## config.mk

```make
export PLATFORM = sky130hd
export DESIGN_NAME = rng_ctl
export DESIGN_NICKNAME = d
export VERILOG_FILES = /design/src/rtl/rng_ctl_pkg.sv /design/src/rtl/rng_seq.sv /design/src/rtl/rng_prng.sv /design/src/rtl/rng_fifo.sv /design/src/rtl/rng_ctl.sv
export SDC_FILE = /design/constraint.sdc
export NUM_CORES = 1
export LEC_CHECK = 0
export ABC_CLOCK_PERIOD_IN_PS = 6800
export CORE_UTILIZATION = 45
export DETAILED_ROUTE_END_ITERATION = 16
export PLACE_DENSITY = 0.6
export SLEW_MARGIN = 20
export SYNTH_ARGS = -nofsm -noshare
export SYNTH_HDL_FRONTEND = slang
export SYNTH_SLANG_ARGS = --single-unit
```

## constraint.sdc

```tcl
create_clock -name clk -period 6.8 [get_ports clk]
set_clock_uncertainty 0.05 [all_clocks]
set_input_delay 1.02 -clock clk [delete_from_list [all_inputs] [get_ports clk]]
set_output_delay 1.02 -clock clk [all_outputs]
set_load 0.01 [all_outputs]
```

## src/rtl/rng_ctl_pkg.sv

```systemverilog
package rng_ctl_pkg;
  localparam int ADDR_W = 5;
  localparam int DATA_W = 32;

  localparam logic [ADDR_W-1:0] OFS_CMD  = 5'h04;
  localparam logic [ADDR_W-1:0] OFS_CTRL = 5'h08;
  localparam logic [ADDR_W-1:0] OFS_STAT = 5'h0C;
  localparam logic [ADDR_W-1:0] OFS_ERR  = 5'h10;
  localparam logic [ADDR_W-1:0] OFS_BUF  = 5'h14;

  localparam int CMD_TEST_B  = 0;
  localparam int CMD_SEED_B  = 1;
  localparam int CMD_CLRI_B  = 4;
  localparam int CMD_CLRE_B  = 5;
  localparam int CTRL_MDONE_B = 5;
  localparam int CTRL_MERR_B  = 6;
  localparam int STAT_ERR_B   = 16;
  localparam int STAT_LVL_LO  = 8;
  localparam int STAT_SDONE_B = 5;
  localparam int STAT_TDONE_B = 4;
  localparam int ERR_STAT_B   = 3;

  function automatic logic [DATA_W-1:0] xs_step(input logic [DATA_W-1:0] x);
    logic [DATA_W-1:0] t;
    t = x ^ (x << 13);
    t = t ^ (t >> 17);
    t = t ^ (t << 5);
    return t;
  endfunction
endpackage

```

## src/rtl/rng_seq.sv

```systemverilog
module rng_seq #(
  parameter int OP_CYCLES = 64
) (
  input  logic clk,
  input  logic rst_n,
  input  logic start_test,
  input  logic start_seed,
  input  logic force_fail,
  input  logic clr_int,
  input  logic clr_err,
  output logic busy,
  output logic test_done,
  output logic seed_done,
  output logic stat_err,
  output logic seeded
);
  localparam int CNT_W = (OP_CYCLES > 2) ? $clog2(OP_CYCLES) : 1;

  logic [CNT_W-1:0] cnt;
  logic             op_seed;

  always_ff @(posedge clk) begin
    if (!rst_n) begin
      busy      <= 1'b0;
      cnt       <= '0;
      op_seed   <= 1'b0;
      test_done <= 1'b0;
      seed_done <= 1'b0;
      stat_err  <= 1'b0;
      seeded    <= 1'b0;
    end else begin
      if (busy) begin
        if (cnt == '0) begin
          busy <= 1'b0;
          if (op_seed) seed_done <= 1'b1;
          else         test_done <= 1'b1;
          if (force_fail)   stat_err <= 1'b1;
          else if (op_seed) seeded   <= 1'b1;
        end else begin
          cnt <= cnt - 1'b1;
        end
      end else if (start_test || start_seed) begin
        busy    <= 1'b1;
        cnt     <= CNT_W'(OP_CYCLES - 1);
        op_seed <= !start_test;
      end
      // clears are evaluated last so they win over a same-cycle completion
      if (clr_err) begin
        stat_err  <= 1'b0;
        test_done <= 1'b0;
        seed_done <= 1'b0;
      end else if (clr_int && !stat_err) begin
        test_done <= 1'b0;
        seed_done <= 1'b0;
      end
    end
  end
endmodule

```

## src/rtl/rng_prng.sv

```systemverilog
module rng_prng
  import rng_ctl_pkg::*;
#(
  parameter logic [DATA_W-1:0] SEED_INIT = 32'h2545F491
) (
  input  logic              clk,
  input  logic              rst_n,
  input  logic              step,
  output logic [DATA_W-1:0] word
);
  logic [DATA_W-1:0] state;

  assign word = xs_step(state);

  always_ff @(posedge clk) begin
    if (!rst_n)    state <= SEED_INIT;
    else if (step) state <= word;
  end
endmodule

```

## src/rtl/rng_fifo.sv

```systemverilog
module rng_fifo #(
  parameter int DEPTH = 16,
  parameter int W     = 32,
  localparam int PTR_W = $clog2(DEPTH),
  localparam int CNT_W = $clog2(DEPTH + 1)
) (
  input  logic             clk,
  input  logic             rst_n,
  input  logic             push,
  input  logic [W-1:0]     wdata,
  input  logic             pop,
  output logic [W-1:0]     head,
  output logic [CNT_W-1:0] count,
  output logic             full,
  output logic             empty
);
  logic [W-1:0]     mem [DEPTH];
  logic [PTR_W-1:0] wr_ptr, rd_ptr;

  function automatic logic [PTR_W-1:0] bump(input logic [PTR_W-1:0] p);
    return (p == PTR_W'(DEPTH - 1)) ? '0 : p + 1'b1;
  endfunction

  assign head  = mem[rd_ptr];
  assign full  = (count == CNT_W'(DEPTH));
  assign empty = (count == '0);

  always_ff @(posedge clk) begin
    if (push) mem[wr_ptr] <= wdata;
  end

  always_ff @(posedge clk) begin
    if (!rst_n) begin
      wr_ptr <= '0;
      rd_ptr <= '0;
      count  <= '0;
    end else begin
      if (push) wr_ptr <= bump(wr_ptr);
      if (pop)  rd_ptr <= bump(rd_ptr);
      case ({push, pop})
        2'b10:   count <= count + 1'b1;
        2'b01:   count <= count - 1'b1;
        default: count <= count;
      endcase
    end
  end
endmodule

```

## src/rtl/rng_ctl.sv

```systemverilog
module rng_ctl
  import rng_ctl_pkg::*;
#(
  parameter int                DEPTH     = 16,
  parameter int                OP_CYCLES = 64,
  parameter int                LVL_W     = 4,
  parameter logic [DATA_W-1:0] SEED_INIT = 32'h2545F491
) (
  input  logic              clk,
  input  logic              rst_n,
  input  logic              bus_sel,
  input  logic              bus_wr,
  input  logic [ADDR_W-1:0] bus_addr,
  input  logic [DATA_W-1:0] bus_wdata,
  output logic [DATA_W-1:0] bus_rdata,
  input  logic              force_fail,
  output logic              irq
);
  localparam int CNT_W   = $clog2(DEPTH + 1);
  localparam int LVL_MAX = (1 << LVL_W) - 1;

  logic cmd_wr, ctrl_wr, buf_rd;
  logic mask_done, mask_err;
  logic busy, test_done, seed_done, stat_err, seeded;
  logic gen_push, buf_pop, buf_full, buf_empty;
  logic [DATA_W-1:0] gen_word, buf_head;
  logic [CNT_W-1:0]  fifo_count;
  logic [LVL_W-1:0]  level;
  logic [DATA_W-1:0] stat_word, err_word, ctrl_word;

  assign cmd_wr  = bus_sel && bus_wr && (bus_addr == OFS_CMD);
  assign ctrl_wr = bus_sel && bus_wr && (bus_addr == OFS_CTRL);
  assign buf_rd  = bus_sel && !bus_wr && (bus_addr == OFS_BUF);

  always_ff @(posedge clk) begin
    if (!rst_n) begin
      mask_done <= 1'b0;
      mask_err  <= 1'b0;
    end else if (ctrl_wr) begin
      mask_done <= bus_wdata[CTRL_MDONE_B];
      mask_err  <= bus_wdata[CTRL_MERR_B];
    end
  end

  rng_seq #(.OP_CYCLES(OP_CYCLES)) u_seq (
    .clk        (clk),
    .rst_n      (rst_n),
    .start_test (cmd_wr && bus_wdata[CMD_TEST_B]),
    .start_seed (cmd_wr && bus_wdata[CMD_SEED_B]),
    .force_fail (force_fail),
    .clr_int    (cmd_wr && bus_wdata[CMD_CLRI_B]),
    .clr_err    (cmd_wr && bus_wdata[CMD_CLRE_B]),
    .busy       (busy),
    .test_done  (test_done),
    .seed_done  (seed_done),
    .stat_err   (stat_err),
    .seeded     (seeded)
  );

  assign gen_push = seeded && !busy && !buf_full && !stat_err;
  assign buf_pop  = buf_rd && !buf_empty;

  rng_prng #(.SEED_INIT(SEED_INIT)) u_prng (
    .clk   (clk),
    .rst_n (rst_n),
    .step  (gen_push),
    .word  (gen_word)
  );

  rng_fifo #(.DEPTH(DEPTH), .W(DATA_W)) u_fifo (
    .clk   (clk),
    .rst_n (rst_n),
    .push  (gen_push),
    .wdata (gen_word),
    .pop   (buf_pop),
    .head  (buf_head),
    .count (fifo_count),
    .full  (buf_full),
    .empty (buf_empty)
  );

  // level field saturates when the count does not fit its width
  generate
    if (DEPTH > LVL_MAX) begin : g_lvl_sat
      assign level = (fifo_count > CNT_W'(LVL_MAX)) ? LVL_W'(LVL_MAX) : LVL_W'(fifo_count);
    end else begin : g_lvl_fit
      assign level = LVL_W'(fifo_count);
    end
  endgenerate

  always_comb begin
    stat_word = '0;
    stat_word[STAT_ERR_B]                       = stat_err;
    stat_word[STAT_LVL_LO +: LVL_W]             = level;
    stat_word[STAT_SDONE_B]                     = seed_done;
    stat_word[STAT_TDONE_B]                     = test_done;
    err_word  = '0;
    err_word[ERR_STAT_B]                        = stat_err;
    ctrl_word = '0;
    ctrl_word[CTRL_MDONE_B]                     = mask_done;
    ctrl_word[CTRL_MERR_B]                      = mask_err;
  end

  always_comb begin
    bus_rdata = '0;
    if (bus_sel && !bus_wr) begin
      case (bus_addr)
        OFS_CTRL: bus_rdata = ctrl_word;
        OFS_STAT: bus_rdata = stat_word;
        OFS_ERR:  bus_rdata = err_word;
        OFS_BUF:  bus_rdata = buf_empty ? '0 : buf_head;
        default:  bus_rdata = '0;
      endcase
    end
  end

  assign irq = ((test_done || seed_done) && !mask_done) || (stat_err && !mask_err);
endmodule

```

==> impl_metrics.json <==
{
  "status": "finished clean",
  "max_slew.worst_pin.slew_ns": 1.01,
  "p_per_area_nw_per_um2": 260,
  "cts_tree": "yes",
  "drtIter0Drc": 1011,
  "drc": 0,
  "dieHeight_um": 227,
  "die_area_um2": 51700,
  "port_buffers": 47,
  "post_cts_buffers": 0,
  "pwr-share-comb": 0.003,
  "grt_pass1_vias": 11656,
  "swShare": 0.190,
  "path_max_fanout": 47,
  "syn_area_um2": 22900,
  "post_cts_resized": 0,
  "yosysSeqAreaShare": 0.728,
  "fmax_mhz": 207,
  "hold_viol_final": 0,
  "initial_core_util": 0.456,
  "maxCapViolCount": 0,
  "post_drt_wl_per_cell_um": 25.1,
  "ys.flop_type": "edfxtp_1",
  "ys_warn_count": 0,
  "gp_congestion": 0.795,
  "dp_hpwl_um": 27400,
  "endpoint": "bus_rdata[5]",
  "clk_pin_slew_ns": 0.06,
  "vias": 11203,
  "hold_buffers": 0,
  "power.internal_mw": 5.54,
  "period_share": 0.710,
  "die_w_um": 227,
  "wl_um": 50000,
  "antenna_left": 0,
  "drv_slew": 0,
  "final_common_cell": "edfxtp_1",
  "vdd_ir_drop_max_mv": 0.182,
  "switchingPower_mw": 1.30,
  "critical_path_class": "reg -> out",
  "clockBufferDepth": 3,
  "ff2ff_setup_slack_ns": 2.76,
  "first_pass_iters": 5,
  "final_cell_mix": "512 x edfxtp_1, 160 x mux4_2, 61 x clkbuf_16",
  "grt_start_max_net_pins": 58,
  "h-tree-depth": 2,
  "crit_required_ns": 5.73,
  "critPathLaunchType": "register",
  "clkPwrFrac": 0.443,
  "cts_root_buffer": "clkbuf_16",
  "hold_class": "reg -> reg",
  "num_io_pins": 75,
  "finalSetupTns_ns": 0,
  "rows": 82,
  "gr-total-overflow": 0,
  "power_frac_seq": 0.553,
  "core_area_um2": 50200,
  "via_per_inst": 5.62,
  "max_slew_margin": 0.320,
  "cts_sinks": 575,
  "syn-num-nets": 1233,
  "async_flop_share": 0,
  "rsz0062_at_grt": "false",
  "final_util": 0.525,
  "synth.distinct_cells": 57,
  "antenna_found_initial": 0,
  "ff2ff_path_depth": 11,
  "synth_edf_count": 512,
  "grt_pass1_wl_um": 74700,
  "clk_latency_ns": 0.60,
  "ys_ff_latch": 575,
  "fin_crit_ns": 4.83,
  "drive_gt1_frac": 0.249,
  "worstPathArrival_ns": 3.76,
  "final_net_count": 1320,
  "areaGrowthSynthToFinish_pct": 15.2,
  "crit_path_end_kind": "primary output",
  "avgSynthCellArea_um2": 19.3,
  "worstReg2RegEnd": "u_fifo.count[4]",
  "grtUsageTotal": 0.202,
  "p_leak_nw": 8.12,
  "r2r_start": "u_fifo.count[1]",
  "cts_made_buffers": 58,
  "setup_viol": 0,
  "syn_inst": 1183
}
cell families (layout without fill, tap and decap cells):
| kind of cell | count (synthesis) | in the layout | share of synthesized area |
|---|---|---|---|
| flip-flops | 575 | 575 | 0.728 |
| AND/OR/NAND/NOR | 218 | 218 | 0.0455 |
| multiplexers | 164 | 164 | 0.159 |
| XOR/XNOR | 80 | 80 | 0.0307 |
| buffers and inverters | 78 | 214 | 0.0142 |
| AO/OA/AOI/OAI | 60 | 60 | 0.0180 |
| adder cells (fa/ha/maj) | 8 | 8 | 0.00438 |
| other | 0 | 1 | 0 |
power groups by stage:
stage / Clock, mW / Combinational, mW / Sequential, mW
2_1_floorplan: 0 / 0.00900 / 3.86
3_3_place_gp: 0 / 0.0241 / 3.86
3_5_place_dp: 0 / 0.0239 / 3.86
4_1_cts: 3.09 / 0.0239 / 3.79
5_1_grt: 3.23 / 0.0257 / 3.78
6_report: 3.03 / 0.0238 / 3.79
Yosys cell counts (all sizes together), types with 2 or more instances:
cell type    n  area (um^2)
edfxtp     512        15400
mux4       160         3600
nor2        68          255
dfxtp       63         1260
nand2       59          221
xnor2       55          482
clkbuf      38          143
a21oi       27          143
xor2        25          219
and2        24          150
buf         23          115
nor3        23          115
inv         16         62.6
nand3       16         80.1
o21ai        9         45.0
ha           8          100
nand2b       4         25.0
a311oi       3         26.3
mux2i        3         30.0
nand4        3         18.8
nor3b        3         22.5
nor4         3         18.8
or3          3         18.8
or4          3         26.3
a32o         2         20.0
nor4b        2         32.5
o2111ai      2         35.0
o211a        2         20.0
o211ai       2         15.0
o21a         2         15.0
or3b         2         17.5
critical path, stage by stage (launching register included):
cell	delay (ns)
dfxtp_4	0.80
buf_12	0.43
mux4_2	0.57
mux4_2	0.54
a22o_1	0.30
clkdlybuf4s50_1	0.49
worst min-delay path by stage:
stage,startpoint,to,cells past startpoint
final,u_seq.seeded,u_seq.seeded,1
after global routing,u_seq.seeded,u_seq.seeded,1
after CTS,u_seq.seeded,u_seq.seeded,1
after detailed placement,u_seq.seeded,u_seq.seeded,1
after global placement,u_seq.seeded,u_seq.seeded,1
after floorplan,u_seq.seeded,u_seq.seeded,1
layout make-up:
class	instances	area, um^2
Multi-Input combinational cell	530	6140
Clock inverter	26	181
Timing Repair Buffer	88	816
Sequential cell	575	16600
Tap cell	672	841
Fill cell	3951	23800
Inverter	17	66.3
Antenna cell	1	2.50
Clock buffer	83	1640
through the flow:
| stage | instances | instance area [um^2] | setup slack (ns) | hold WS [ns] | total power, mW |
|---|---|---|---|---|---|
| finish | 1992 | 26300 | 1.97 | 0.413 | 6.84 |
| global route | 1991 | 26300 | 1.75 | 0.421 | 7.04 |
| CTS | 1991 | 26200 | 1.83 | 0.415 | 6.90 |
| detailed placement | 1882 | 24400 | 2.04 | 0.401 | 3.89 |
| global placement | 1882 | 24400 | 2.04 | 0.393 | 3.89 |
| floorplan | 1183 | 22900 | 2.58 | 0.383 | 3.87 |
layer usage:
metal | vias to the layer above | track usage | share of wire
met4 | 0 | 0.0598 | 0.021
met2 | 298 | 0.329 | 0.49
met5 | - | 0 | 0
met3 | 64 | 0.0293 | 0.052
li1 | 4907 | - | -
met1 | 5934 | 0.285 | 0.44
sequential cells by signal (all words and copies together), names as in the netlist, named ones only:
| name | flops |
|---|---|
| u_fifo.mem | 512 |
| u_prng.state | 32 |
| u_seq.cnt | 6 |
| u_fifo.count | 5 |
| u_fifo.rd_ptr | 4 |
| u_fifo.wr_ptr | 4 |
| mask_done | 1 |
| mask_err | 1 |
| u_seq.busy | 1 |
| u_seq.op_seed | 1 |
| u_seq.seed_done | 1 |
| u_seq.seeded | 1 |
| u_seq.stat_err | 1 |
| u_seq.test_done | 1 |
No activity file was read; power rests on OpenSTA's default activity.
